--- config.mk ---
export PLATFORM = sky130hd
export DESIGN_NAME = ret_addr_stack
export DESIGN_NICKNAME = d
export VERILOG_FILES = /design/src/rtl/rstk_pkg.sv /design/src/rtl/rstk_ptr.sv /design/src/rtl/rstk_regs.sv /design/src/rtl/ret_addr_stack.sv
export SDC_FILE = /design/constraint.sdc
export NUM_CORES = 1
export LEC_CHECK = 0
export ABC_CLOCK_PERIOD_IN_PS = 2600
export BUFFER_PORTS_ARGS = -buffer_cell sky130_fd_sc_hd__buf_2
export CORE_AREA = 2 2 126 128
export CTS_BUF_LIST = sky130_fd_sc_hd__clkbuf_16
export CTS_CLUSTER_DIAMETER = 150
export DETAILED_ROUTE_END_ITERATION = 10
export DIE_AREA = 0 0 128 130
export PLACE_DENSITY = 0.83
export SYNTH_ARGS = -nofsm -noshare
export SYNTH_HDL_FRONTEND = slang
export SYNTH_SLANG_ARGS = --single-unit
--- constraint.sdc ---
create_clock -name clk_i -period 2.6 [get_ports clk_i]
set_input_delay 0.13 -clock clk_i [delete_from_list [all_inputs] [get_ports clk_i]]
set_output_delay 0.13 -clock clk_i [all_outputs]
set_load 0.02 [all_outputs]
--- src/rtl/rstk_pkg.sv ---
package rstk_pkg;
  parameter int unsigned LOC_W = 12;
  parameter int unsigned DEPTH = 16;
  localparam int unsigned PTR_W = $clog2(DEPTH);

  typedef enum logic [1:0] {
    MOVE_HOLD = 2'b00,
    MOVE_UP   = 2'b01,
    MOVE_DN   = 2'b10
  } move_e;
endpackage

--- src/rtl/rstk_ptr.sv ---
module rstk_ptr
  import rstk_pkg::*;
#(
  parameter int unsigned DEPTH_P = DEPTH,
  localparam int unsigned PW = $clog2(DEPTH_P)
) (
  input  logic          clk_i,
  input  logic          rst_ni,
  input  logic          up_i,
  input  logic          dn_i,
  output logic [PW-1:0] ptr_o
);
  move_e         move;
  logic [PW-1:0] ptr_q;

  always_comb begin
    unique case ({dn_i, up_i})
      2'b01:   move = MOVE_UP;
      2'b10:   move = MOVE_DN;
      default: move = MOVE_HOLD; // both high cancel
    endcase
  end

  // DEPTH_P is a power of two, so wrap is plain overflow
  always_ff @(posedge clk_i or negedge rst_ni) begin
    if (!rst_ni) ptr_q <= '0;
    else begin
      unique case (move)
        MOVE_UP: ptr_q <= ptr_q + PW'(1);
        MOVE_DN: ptr_q <= ptr_q - PW'(1);
        default: ptr_q <= ptr_q;
      endcase
    end
  end

  assign ptr_o = ptr_q;
endmodule

--- src/rtl/rstk_regs.sv ---
module rstk_regs
  import rstk_pkg::*;
#(
  parameter int unsigned DEPTH_P = DEPTH,
  parameter int unsigned W_P     = LOC_W,
  localparam int unsigned PW = $clog2(DEPTH_P)
) (
  input  logic          clk_i,
  input  logic          rst_ni,
  input  logic          we_i,
  input  logic [PW-1:0] idx_i,
  input  logic [W_P-1:0] wdata_i,
  output logic [W_P-1:0] rdata_o
);
  logic [W_P-1:0] mem_q [DEPTH_P];

  for (genvar g = 0; g < DEPTH_P; g++) begin : g_ent
    logic sel;
    assign sel = we_i && (idx_i == PW'(g));
    always_ff @(posedge clk_i or negedge rst_ni) begin
      if (!rst_ni)  mem_q[g] <= '0;
      else if (sel) mem_q[g] <= wdata_i;
    end
  end

  assign rdata_o = mem_q[idx_i];
endmodule

--- src/rtl/ret_addr_stack.sv ---
module ret_addr_stack
  import rstk_pkg::*;
#(
  parameter int unsigned DEPTH_P = DEPTH,
  parameter int unsigned W_P     = LOC_W,
  localparam int unsigned PW = $clog2(DEPTH_P)
) (
  input  logic           clk_i,
  input  logic           rst_ni,
  input  logic           save_i,
  input  logic           ret_i,
  input  logic           swap_i,
  input  logic           ptr_up_i,
  input  logic           ptr_dn_i,
  input  logic [W_P-1:0] loc_i,
  output logic [W_P-1:0] rd_data_o,
  output logic           ret_valid_o,
  output logic [W_P-1:0] ret_addr_o
);
  logic [PW-1:0]  ptr_q;
  logic [W_P-1:0] cur;
  logic           wr_en;

  // write uses the pointer from before this edge's move
  assign wr_en = save_i || (ret_i && swap_i);

  rstk_ptr #(.DEPTH_P(DEPTH_P)) i_ptr (
    .clk_i (clk_i),
    .rst_ni(rst_ni),
    .up_i  (ptr_up_i),
    .dn_i  (ptr_dn_i),
    .ptr_o (ptr_q)
  );

  rstk_regs #(.DEPTH_P(DEPTH_P), .W_P(W_P)) i_regs (
    .clk_i  (clk_i),
    .rst_ni (rst_ni),
    .we_i   (wr_en),
    .idx_i  (ptr_q),
    .wdata_i(loc_i),
    .rdata_o(cur)
  );

  assign rd_data_o   = cur;
  assign ret_valid_o = ret_i;
  assign ret_addr_o  = ret_i ? cur : '0;
endmodule

==> results of run 1 <==
-- worst max-delay path: stages, from the launching register on --
cell and delay (ps):
dfrtp_4 570, buf_4 270, mux4_1 600, o22ai_1 250, a211oi_1 80, buf_2 180
-- cell usage in the layout (no fill, tap or decap), drive strengths merged --
master         n
a211oi        12
xnor2          2
clkinv        10
nor2           2
and2b          1
clkinvlp       4
or4b           1
mux4          48
clkbuf        18
nand4b         1
xor2           2
nand2          2
nand2b         1
nand3         12
a21o           1
dlygate4sd3    1
mux2i         13
nand4          4
buf           89
a21oi         13
ha             6
o22ai         12
mux2         192
o21ai          1
inv            3
dfrtp        196
bufinv         2
nor2b          1
-- logic make-up after synthesis --
group	Yosys count	synth area share, %
fa+ha+maj	6	0.8249
flops	196	53.90
buf+inv	53	3.190
simple gates	25	1.650
xor+xnor	4	0.3851
compound gates	39	2.709
mux	253	37.34
-- area by class of cell --
cell class | count | area [um2]
multi-input cells | 327 | 3915
repair buffers | 91 | 631.9
clock buffers | 17 | 425.4
well taps | 192 | 240.2
inverters | 4 | 15.01
flip-flops and latches | 196 | 4912
fillers | 1055 | 5142
clock inverters | 15 | 142.6
-- registers in the layout (all words and copies together) (netlist names) --
register / flops
i_ptr.ptr_o: 4
i_regs.mem_q: 192
-- per-stage QoR --
step | setup slack, ps | total power [uW] | utilization [%]
floorplan | 650.3 | 9884 | -
global placement | 392.1 | 11350 | 62.39
detailed placement | 339.5 | 11700 | 62.39
CTS | 13.51 | 14300 | 66.23
global route | -4.821 | 15110 | 66.66
finish | 76.69 | 14370 | 66.66
-- routing by layer --
layer,GRT usage [%],vias up
met3,6.396,34
li1,-,2300
met1,37.75,2867
met5,0,-
met2,42.37,197
met4,11.31,0
-- power by group through the flow --
stage	clock [uW]	combinational, uW	sequential, uW
4_1_cts	2580	6200	5520
3_3_place_gp	0	5890	5460
3_5_place_dp	0	6100	5600
2_1_floorplan	0	4810	5070
6_report	2530	6360	5480
5_1_grt	2680	6770	5660
-- worst min path at each step --
stage                     slack, ps           endpoint       from  cells past startpoint
after floorplan                -170     i_ptr.ptr_o[0]     rst_ni                      0
after global placement          170  i_regs.mem_q[191]     rst_ni                      1
after detailed placement        180  i_regs.mem_q[191]     rst_ni                      1
after CTS                       130  i_regs.mem_q[164]   loc_i[8]                      2
after global routing            160   i_regs.mem_q[58]  loc_i[10]                      2
final                           150  i_regs.mem_q[164]   loc_i[8]                      2
-- timing repair --
action	in CTS	in global routing
endpoints found under the hold margin	73	0
gates resized for setup	1	2
endpoints found under the setup margin	20	16
pin swaps	0	0
hold buffers	1	0
buffers inserted	1	7
==> flow_summary.ini, run 1 <==
[yosys]
synth_area_leaders = dfrtp_1, mux2_2, mux4_2, mux4_1, mux2i_1
yosys.area.top_type_share_pct = 53.90
ys.flop_type = dfrtp_1
synth_area_um2 = 9100
synth.most_common_cell = dfrtp_1
yosysSeqAreaShare_pct = 53.90
synth_common_cells = dfrtp_1, mux2_2, mux4_2
async_reset_ff_share_pct = 100.0
synth-seq-cells = 196
synth_cell_types = 32
synth_nets = 601
ys.warnings.count = 0
avgSynthCellArea_um2 = 15.80
synth_top_area_cell = dfrtp_1
synth_cells = 576
synth_edf_count = 0

[sta]
setup_violations = 0
fmax_mhz = 396.3
worst_pin_slew_ps = 672.3
final.period_utilization_pct = 97.05
maxSlewHeadroom_pct = 55.07
fin_crit_ps = 2523
hold_viol = 0
fin_skew_ps = 6.465
slew_violations = 0
holdWs_ps = 153.5
tns_ps = 0

[die]
rows = 46
start_util_pct = 59.00
design.core.area_um2 = 15420
dieHeight_um = 130
ios = 44
dieArea_um2 = 16640
die-width_um = 128

[worst_setup_path]
crit_fanout = 13
cp-startpoint = i_ptr.ptr_o[2]
start_kind = flop
rr_worst_depth = 5
regToRegEndpoint = i_regs.mem_q[49]
critPathArrivalTime_ps = 2390
cp-endpoint = ret_addr_o[1]
worstSetupEndpointType = output port
rrSetupSlack_ps = 470
worstPathRequired_ps = 2470
r2r_start = i_ptr.ptr_o[3]
worstSetupPathType = flop to output port

[place]
gp_congestion = 0.8681
port_buffers = 43
postPlaceCellArea_um2 = 9624
place_inst = 801
dp_hpwl_um = 13830

[route]
vias = 5398
met1Wirelength_um = 8975
routedWlPerCell_um = 24.88
wl_met2_um = 10050
dr_wl_met3_um = 1456
firstDrtPassIters = 5
drcViolationCount = 0
viasPerCell = 6.411
wl_um = 20950
ant_nets = 0
top_layer = met4
dr.first_iter.drc_count = 317

[final_layout]
num_antenna_cells = 0
fin_cells = 842
nets = 662
fin_area_um2 = 10280
drive_above_1_share_pct = 55.38
areaGrowthSynthToFinish_pct = 12.99

[global_route]
grt_pass1_vias = 5777
grtUsageTotal_pct = 27.26
grt_overflow_total = 0
grt_first_pass_wirelength_um = 33110
antenna_found_initial = 0
grt_max_degree = 76

[worst_hold_path]
hold_path_class = input pin to flop

[power]
power.density_nw_per_um2 = 1398
switchingPower_uw = 4974
vdd_drop_max_mv = 1.200
internal_power_uw = 9397
p_clk_share_pct = 17.6
power.share.switching_pct = 34.61
power_frac_comb_pct = 44.2
p_leak_uw = 0.004541
power.share.sequential_pct = 38.1

[cts]
root_buffer = clkbuf_16
cts_num_sinks = 196
cts_max_path_buffers = 2
clkLatencyLatePin_ps = 430
h-tree-depth = 4
clk_pin_slew_ps = 70
cts_buffers = 17
cts_tree = yes

[job]
maxCapViolations = 0

[run_status]
status = finished clean
(Power assumes the default switching activity.)
==> run 2, diff against run 1 <==
- PLACE_DENSITY: 0.83 -> 0.87
- SKIP_LAST_GASP: not set -> 1
==> flow_summary.ini, run 2 (synthesized netlist as in run 1, its figures left out) <==
[power]
internal_power_uw = 9535
power.share.switching_pct = 34.76
power.density_nw_per_um2 = 1414
p_clk_share_pct = 18.3
power.share.sequential_pct = 37.8
power_frac_comb_pct = 44.0
switchingPower_uw = 5079
p_leak_uw = 0.004561
vdd_drop_max_mv = 1.151

[worst_setup_path]
critPathMaxStageDelay_ps = 580
rr_worst_depth = 5
crit_fanout = 11
worstSetupEndpointType = output port
regToRegEndpoint = i_regs.mem_q[180]
critPathArrivalTime_ps = 2400
r2r_start = i_ptr.ptr_o[0]
worstPathRequired_ps = 2470
cpMaxStageDelayCell = dfrtp_4
rrSetupSlack_ps = 360
worstSetupPathType = flop to output port
crit_chain = buf_4 -> mux4_2 -> o22ai_1 -> a211oi_1 -> buf_2
start_kind = flop

[sta]
fin_crit_ps = 2533
fin_skew_ps = 8.973
hold_viol = 0
maxSlewHeadroom_pct = 47.88
setup_slack_ps = 67.47
fmax_mhz = 394.9
slew_violations = 0
tns_ps = 0
setup_violations = 0
rsz0062_at_grt = no
worst_pin_slew_ps = 779.9
final.period_utilization_pct = 97.41

[cts]
cts_tree = yes
clk_pin_slew_ps = 70
root_buffer = clkbuf_16
clkLatencyLatePin_ps = 430
cts_buffers = 17
cts_num_sinks = 196
h-tree-depth = 4
cts_max_path_buffers = 2

[route]
firstDrtPassIters = 5
viasPerCell = 6.499
routedWlPerCell_um = 25.88
vias = 5453
dr.first_iter.drc_count = 323
ant_nets = 0
wl_um = 21710
drcViolationCount = 0

[global_route]
grtUsageTotal_pct = 27.72
antenna_found_initial = 0
grt_pass1_vias = 5820
grt_max_degree = 71
grt_overflow_total = 0
grt_first_pass_wirelength_um = 33620

[final_layout]
final.fill_count = 1030
drive_above_1_share_pct = 55.33
areaGrowthSynthToFinish_pct = 13.61
nets = 659
top_register = i_regs.mem_q
final_cell_mix = dfrtp_1, mux2_2, buf_2
layout_commonest_cell = dfrtp_1
largest_register_ff_count = 192
num_antenna_cells = 0

[die]
design.core.area_um2 = 15420
die-width_um = 128
dieHeight_um = 130
ios = 44
start_util_pct = 59.00
dieArea_um2 = 16640
rows = 46

[worst_hold_path]
hold_path_class = input pin to flop
min_from = loc_i[3]
hold_depth = 2
whs_endpoint = i_regs.mem_q[27]

[place]
port_buffers = 43
pre_cts_slack_ps = 239.4
dp_hpwl_um = 14210
gp_congestion = 0.8324

[job]
maxCapViolations = 0

[run_status]
status = finished clean
==> run 2: cell types whose count changed in the layout (fill, tap and decap cells not counted), sizes merged <==
cell,delta
clkinv,-3
inv,+2
bufinv,+1
buf,-3
==> run 2: metrics by stage <==
step                area, um2  utilization [%]  total power, uW  std cells  hold slack (ps)
global placement         9644            62.52            11280        802            171.1
CTS                     10320            66.89            14570        838            137.3
finish                  10340            67.03            14610        839            145.8
floorplan                9100                -             9884        576           -165.6
detailed placement       9644            62.52            11690        802            174.2
global route            10340            67.03            15310        839            176.7
==> run 2: power by group through the flow <==
stage	Clock, uW	Sequential [uW]	Combinational, uW
CTS	2710	5510	6350
global route	2830	5670	6810
global placement	0	5440	5840
floorplan	0	5070	4810
finish	2670	5520	6430
detailed placement	0	5610	6080
==> run 2: cell type report <==
cell class	instances	area [um2]	share of cell area [%]
Sequential cell	196	4912	47.51
Clock buffer	17	425.4	4.115
Inverter	4	15.01	0.1452
Clock inverter	15	180.2	1.743
Timing Repair Buffer	88	654.4	6.329
Tap cell	192	240.2	2.324
Multi-Input combinational cell	327	3911	37.83
==> run 2: what timing repair did <==
item	in CTS	in global routing
buffers inserted	3	1
endpoints found under the setup margin	21	7
hold buffers	1	0
resized for setup	1	2
endpoints found under the hold margin	68	0
pin swaps	0	0
==> run 2: worst max path at each step <==
stage / startpoint / to / cells past startpoint
floorplan: i_ptr.ptr_o[0] / i_regs.mem_q[14] / 6
global placement: i_ptr.ptr_o[2] / ret_addr_o[7] / 5
detailed placement: i_ptr.ptr_o[2] / ret_addr_o[2] / 5
CTS: i_ptr.ptr_o[3] / ret_addr_o[4] / 6
global route: i_ptr.ptr_o[2] / ret_addr_o[7] / 5
finish: i_ptr.ptr_o[2] / ret_addr_o[7] / 5
==> run 2: layer usage <==
| metal | track usage, % | part of all wire (%) | up-vias |
|---|---|---|---|
| met1 | 37.61 | 42 | 2924 |
| met5 | 0 | 0 | - |
| li1 | - | - | 2286 |
| met2 | 45.58 | 51 | 212 |
| met4 | 8.274 | 2.0 | 0 |
| met3 | 6.396 | 5.6 | 31 |
==> run 2: worst max-delay path, delay by kind of cell (launching register included) <==
family          cells  cell delay, ps
flops               1             580
compound gates      2             360
buf+inv             2             480
mux                 1             540
